$ cat config.mk
export PLATFORM = sky130hd
export DESIGN_NAME = wide_reg_byte_bridge
export DESIGN_NICKNAME = d
export VERILOG_FILES = /design/src/rtl/wrb_pkg.sv /design/src/rtl/wrb_decode.sv /design/src/rtl/wrb_temp_reg.sv /design/src/rtl/wrb_read_mux.sv /design/src/rtl/wide_reg_byte_bridge.sv
export SDC_FILE = /design/constraint.sdc
export NUM_CORES = 1
export LEC_CHECK = 0
export ABC_AREA = 1
export BUFFER_PORTS_ARGS = -buffer_cell sky130_fd_sc_hd__buf_4
export CELL_PAD_IN_SITES_DETAIL_PLACEMENT = 1
export CELL_PAD_IN_SITES_GLOBAL_PLACEMENT = 2
export CORE_ASPECT_RATIO = 2
export CORE_MARGIN = 3
export CORE_UTILIZATION = 19
export CTS_BUF_LIST = sky130_fd_sc_hd__clkbuf_16
export CTS_CLUSTER_SIZE = 14
export DETAILED_ROUTE_END_ITERATION = 8
export PLACE_DENSITY = 0.85
export SYNTH_ARGS = -nofsm -noshare
export SYNTH_HDL_FRONTEND = slang
export SYNTH_HIERARCHICAL = 1
export SYNTH_SLANG_ARGS = --single-unit
$ cat constraint.sdc
create_clock -name clk_i -period 2.3 [get_ports clk_i]
set_input_delay 0.23 -clock clk_i [delete_from_list [all_inputs] [get_ports clk_i]]
set_output_delay 0.23 -clock clk_i [all_outputs]
set_load 0.1 [all_outputs]
$ cat src/rtl/wrb_pkg.sv
package wrb_pkg;
  localparam int BYTE_W = 8;
  localparam int WIDE_W = 2 * BYTE_W;
  typedef logic [BYTE_W-1:0] byte_t;
  typedef logic [WIDE_W-1:0] wide_t;
endpackage

$ cat src/rtl/wrb_decode.sv
module wrb_decode #(
  parameter int NUM_REGS = 4,
  parameter int IDX_W    = 2
) (
  input  logic [IDX_W:0]      addr_i,
  output logic                hit_o,
  output logic                high_o,
  output logic [IDX_W-1:0]    idx_o,
  output logic [NUM_REGS-1:0] sel_o
);
  localparam logic [IDX_W:0] NREGS = NUM_REGS[IDX_W:0];

  assign high_o = addr_i[0];
  assign idx_o  = addr_i[IDX_W:1];
  assign hit_o  = {1'b0, idx_o} < NREGS;

  for (genvar k = 0; k < NUM_REGS; k++) begin : g_sel
    assign sel_o[k] = hit_o && (idx_o == k[IDX_W-1:0]);
  end
endmodule

$ cat src/rtl/wrb_temp_reg.sv
module wrb_temp_reg
  import wrb_pkg::*;
(
  input  logic  clk_i,
  input  logic  rst_ni,
  input  logic  hi_wr_i,
  input  logic  lo_rd_i,
  input  byte_t wdata_i,
  input  byte_t hi_src_i,
  output byte_t temp_o
);
  byte_t temp_q;

  always_ff @(posedge clk_i or negedge rst_ni) begin
    if (!rst_ni)      temp_q <= '0;
    else if (hi_wr_i) temp_q <= wdata_i;
    else if (lo_rd_i) temp_q <= hi_src_i;
  end

  assign temp_o = temp_q;

  assert_hi_wr_loads_R3: assert property (@(posedge clk_i) disable iff (!rst_ni)
    hi_wr_i |=> temp_q == $past(wdata_i));
  assert_lo_rd_snaps_R5: assert property (@(posedge clk_i) disable iff (!rst_ni)
    lo_rd_i |=> temp_q == $past(hi_src_i));
  assert_idle_stable_R10: assert property (@(posedge clk_i) disable iff (!rst_ni)
    (!hi_wr_i && !lo_rd_i) |=> $stable(temp_q));
  assert_one_source_R9: assert property (@(posedge clk_i) disable iff (!rst_ni)
    $onehot0({hi_wr_i, lo_rd_i}));
endmodule

$ cat src/rtl/wrb_read_mux.sv
module wrb_read_mux
  import wrb_pkg::*;
#(
  parameter int                     NUM_REGS = 4,
  parameter int                     IDX_W    = 2,
  parameter logic [NUM_REGS-1:0]    CMP_MASK = 4'b0110
) (
  input  logic             hit_i,
  input  logic             high_i,
  input  logic [IDX_W-1:0] idx_i,
  input  byte_t            temp_i,
  input  wide_t            vals_i [NUM_REGS],
  output byte_t            rdata_o,
  output byte_t            hi_src_o,
  output logic             is_cmp_o
);
  wide_t sel_val;

  always_comb begin
    sel_val  = hit_i ? vals_i[idx_i] : '0;
    is_cmp_o = hit_i && CMP_MASK[idx_i];
    hi_src_o = sel_val[WIDE_W-1:BYTE_W];
    if (!hit_i)      rdata_o = '0;
    else if (!high_i) rdata_o = sel_val[BYTE_W-1:0];
    else if (is_cmp_o) rdata_o = sel_val[WIDE_W-1:BYTE_W];
    else              rdata_o = temp_i;
  end
endmodule

$ cat src/rtl/wide_reg_byte_bridge.sv
module wide_reg_byte_bridge
  import wrb_pkg::*;
#(
  parameter int                  NUM_REGS = 4,
  parameter logic [NUM_REGS-1:0] CMP_MASK = 4'b0110,
  localparam int IDX_W  = (NUM_REGS > 1) ? $clog2(NUM_REGS) : 1,
  localparam int ADDR_W = IDX_W + 1
) (
  input  logic                       clk_i,
  input  logic                       rst_ni,
  input  logic [ADDR_W-1:0]          addr_i,
  input  logic [7:0]                 wdata_i,
  input  logic                       wr_i,
  input  logic                       rd_i,
  output logic [7:0]                 rdata_o,
  output logic [16*NUM_REGS-1:0]     reg_wdata_o,
  output logic [NUM_REGS-1:0]        reg_we_o,
  input  logic [16*NUM_REGS-1:0]     reg_val_i
);
  logic             hit, high, is_cmp;
  logic [IDX_W-1:0] idx;
  logic [NUM_REGS-1:0] sel;
  byte_t temp, hi_src;
  wide_t vals [NUM_REGS];
  logic  hi_wr, lo_wr, lo_rd_load;

  wrb_decode #(.NUM_REGS(NUM_REGS), .IDX_W(IDX_W)) u_dec (
    .addr_i (addr_i), .hit_o (hit), .high_o (high), .idx_o (idx), .sel_o (sel)
  );

  for (genvar k = 0; k < NUM_REGS; k++) begin : g_reg
    assign vals[k] = reg_val_i[k*WIDE_W +: WIDE_W];
    assign reg_we_o[k] = lo_wr && sel[k];
    assign reg_wdata_o[k*WIDE_W +: WIDE_W] = {temp, wdata_i};
  end

  wrb_read_mux #(.NUM_REGS(NUM_REGS), .IDX_W(IDX_W), .CMP_MASK(CMP_MASK)) u_mux (
    .hit_i (hit), .high_i (high), .idx_i (idx), .temp_i (temp), .vals_i (vals),
    .rdata_o (rdata_o), .hi_src_o (hi_src), .is_cmp_o (is_cmp)
  );

  assign hi_wr      = wr_i && hit && high;
  assign lo_wr      = wr_i && hit && !high;
  // compare registers bypass the holding register on reads
  assign lo_rd_load = rd_i && hit && !high && !is_cmp;

  wrb_temp_reg u_temp (
    .clk_i (clk_i), .rst_ni (rst_ni), .hi_wr_i (hi_wr), .lo_rd_i (lo_rd_load),
    .wdata_i (wdata_i), .hi_src_i (hi_src), .temp_o (temp)
  );

  assert_we_onehot_R4: assert property (@(posedge clk_i) disable iff (!rst_ni)
    $onehot0(reg_we_o));
  assert_we_needs_low_wr_R3: assert property (@(posedge clk_i) disable iff (!rst_ni)
    (|reg_we_o) |-> (wr_i && !addr_i[0]));
  assert_no_we_idle_R10: assert property (@(posedge clk_i) disable iff (!rst_ni)
    !wr_i |-> reg_we_o == '0);
  assert_hi_read_temp_R6: assert property (@(posedge clk_i) disable iff (!rst_ni)
    (hit && high && !is_cmp) |-> rdata_o == temp);
  assert_cmp_keeps_temp_R7: assert property (@(posedge clk_i) disable iff (!rst_ni)
    (rd_i && !wr_i && hit && !high && is_cmp) |=> $stable(temp));
endmodule

==> reports/results.ini <==
[detailed_routing]
avgRoutedWirePerCell_um = 14.1
route.antenna.remaining_nets = 0
vias = 2296
firstDrtPassIters = 4
drt_iter0_markers = 56
routed_wl_mm = 8.08
viasPerCell = 4.02
drc = 0

[power]
power.internal_uw = 725
power_frac_clock_pct = 13.5
powerDensity_mw_per_mm2 = 756
p_comb_share_pct = 76.3
p_leak_uw = 0.00167
swShare_pct = 66.2
pwr-share-seq_pct = 10.2
vdd_drop_max_mv = 0.399
switching_power_uw = 1420

[synth]
synth-seq-area-share_pct = 10.2
avgSynthCellArea_um2 = 5.52
yosys_warnings = 6
post_synth_num_cell_types = 21
synthCells = 355
synth_fp_nets = 434
synth-seq-cells = 8
mappedNetlistArea_mm2 = 0.00196

[critical_path]
cp_top_family = buffers and inverters
path_common_cell = buf_4
cp-end-kind = output pin
cp.depth = 8
start_kind = input port
r2r_end = u_temp/temp_o[4]
cp_data_arrival_time_ps = 1630
path_buf_inv = 4
cpMaxStageDelayCell = buf_4
r2r-start = u_temp/temp_o[4]
timing_worst_setup_path_type = in -> out
reg2regPathDepth = 2
path_cells = buf_4 -> inv_2 -> nand2_4 -> nand3_4 -> clkinv_4 -> nand3_1 -> a21oi_2 -> buf_4
rrSetupSlack_ps = 1530
crit_path_max_fanout = 30
worstPathRequired_ps = 2070
slowest_delay_ps = 310

[clocking]
post-cts-setup-buffers = 0
cts_root_buf = clkbuf_16
cts_tree = done
clk_latency_ps = 230
clock_path_buffers = 2
clkSinkCount = 8
htreeDepth = 1
cts_made_buffers = 3
clkTransAtPathRegs_ps = 40

[floorplanning]
io_pins = 155
fp.dieH_um = 150
rows = 51
start_util_pct = 19.8
fp.dieW_um = 77.8
core_area_mm2 = 0.00989
die_area_mm2 = 0.0116

[place]
place.gp.congestion = 0.838
placedInstanceArea_mm2 = 0.00275
post-place-ws_ps = 285
hpwlAfterDp_mm = 7.04
portBuffers = 154

[min_path]
whs_endpoint = u_temp/temp_o[1]
min_path_type = in -> reg
min_from = wdata_i[1]
hold_depth = 3

[global_route]
grt_overflow = 0
grt_antenna_before_repair = 0
grt_pass1_vias = 2441
grt_pass1_wl_mm = 12.3
grt_max_degree = 34
grt_usage_pct = 13.2

[sta]
setup_viol_count_final = 0
finalCriticalPeriod_ps = 1860
fin_setup_tns_ps = 0
rsz0062_at_grt = false
finalWorstSetupSlack_ps = 444
period_share_pct = 80.7
maxSlewHeadroom_pct = 52.0
hold_viol_final = 0
timing.fmax_mhz = 539
worst_clock_skew_ps = 0
worst_pin_slew_ps = 717
drv_slew = 0

[finish]
nets = 520
nFillCells = 1334
layout-drive-gt1-share_pct = 40.5
syn_to_final_growth_pct = 44.7
antenna_cells = 0
largest_reg_flops = 8
final_area_mm2 = 0.00283

[run_status]
outcome = finished, final reports clean

[job]
drv_cap = 0

[metal layers]
metal  wire length [um]  part of all wire (%)  track usage (%)  vias up
met5                  0                     0                0        -
met4                140                   1.7             3.30        0
met3                443                   5.5             2.47       11
met2               4950                    61             28.1       73
met1               2540                    31             12.1     1029
li1                   -                     -                -     1183
[worst reg2reg max path, cell delays in order, from the launching register on]
cell and delay, ps:
dfrtp_1 460, nand2_1 110, nand3_1 80
[layout make-up]
type | instances | area (um2) | area share (%)
well taps | 132 | 165 | 5.83
inverters | 62 | 240 | 8.48
repair buffers | 156 | 1170 | 41.4
multi-input cells | 210 | 980 | 34.6
flip-flops and latches | 8 | 200 | 7.06
clock buffers | 3 | 75.1 | 2.65
[Yosys cell counts (all sizes together)]
| master | n | area [um2] |
|---|---|---|
| nand2 | 93 | 357 |
| buf | 75 | 568 |
| inv | 61 | 231 |
| nand3 | 58 | 308 |
| nor2 | 25 | 101 |
| a21oi | 24 | 120 |
| dfrtp | 8 | 200 |
| or2 | 8 | 50.0 |
| clkinv | 1 | 8.76 |
| conb | 1 | 3.75 |
| nor3 | 1 | 10.0 |
[power by group through the flow]
stage	combinational (uW)	sequential, uW	clock, uW
final	1630	218	289
after global routing	1690	225	309
after CTS	1650	220	293
after detailed placement	1640	221	0
after global placement	1630	221	0
after floorplan	1230	376	0
[stage by stage]
step / power [uW] / hold slack (ps) / util, % / cells
finish: 2140 / 266 / 28.7 / 571
detailed placement: 1860 / 54.9 / 27.8 / 567
global route: 2230 / 291 / 28.7 / 571
CTS: 2160 / 270 / 28.7 / 571
global placement: 1850 / 52.4 / 27.8 / 567
floorplan: 1610 / -65.6 / - / 355
[layout by cell type, fill, tap and decap left out, drive strengths merged]
| master | count |
|---|---|
| dlygate4sd3 | 1 |
| conb | 1 |
| nor3 | 1 |
| clkbuf | 3 |
| nor2 | 25 |
| dfrtp | 8 |
| clkinv | 1 |
| nand3 | 58 |
| inv | 61 |
| a21oi | 24 |
| or2 | 8 |
| nand2 | 93 |
| buf | 155 |
[logic make-up after synthesis]
kind of cell | share of synthesized area [%]
compound gates | 6.13
buf+inv | 41.3
flops | 10.2
other cells | 0.192
simple gates | 42.2
[how the worst max path moves through the flow]
stage	startpoint	end	slack [ps]
after detailed placement	addr_i[1]	u_temp/temp_o[4]	280
final	addr_i[2]	rdata_o[6]	440
after CTS	addr_i[2]	rdata_o[6]	410
after global placement	addr_i[1]	u_temp/temp_o[7]	380
after global routing	addr_i[2]	rdata_o[6]	330
after floorplan	u_temp/temp_o[0]	rdata_o[0]	20
[what timing repair did]
item / CTS / global route
endpoints found under the hold margin: 8 / 0
hold buffers: 1 / 0
setup endpoints to repair: 0 / 0
gates resized for setup: 0 / 0
(Power assumes the default switching activity.)
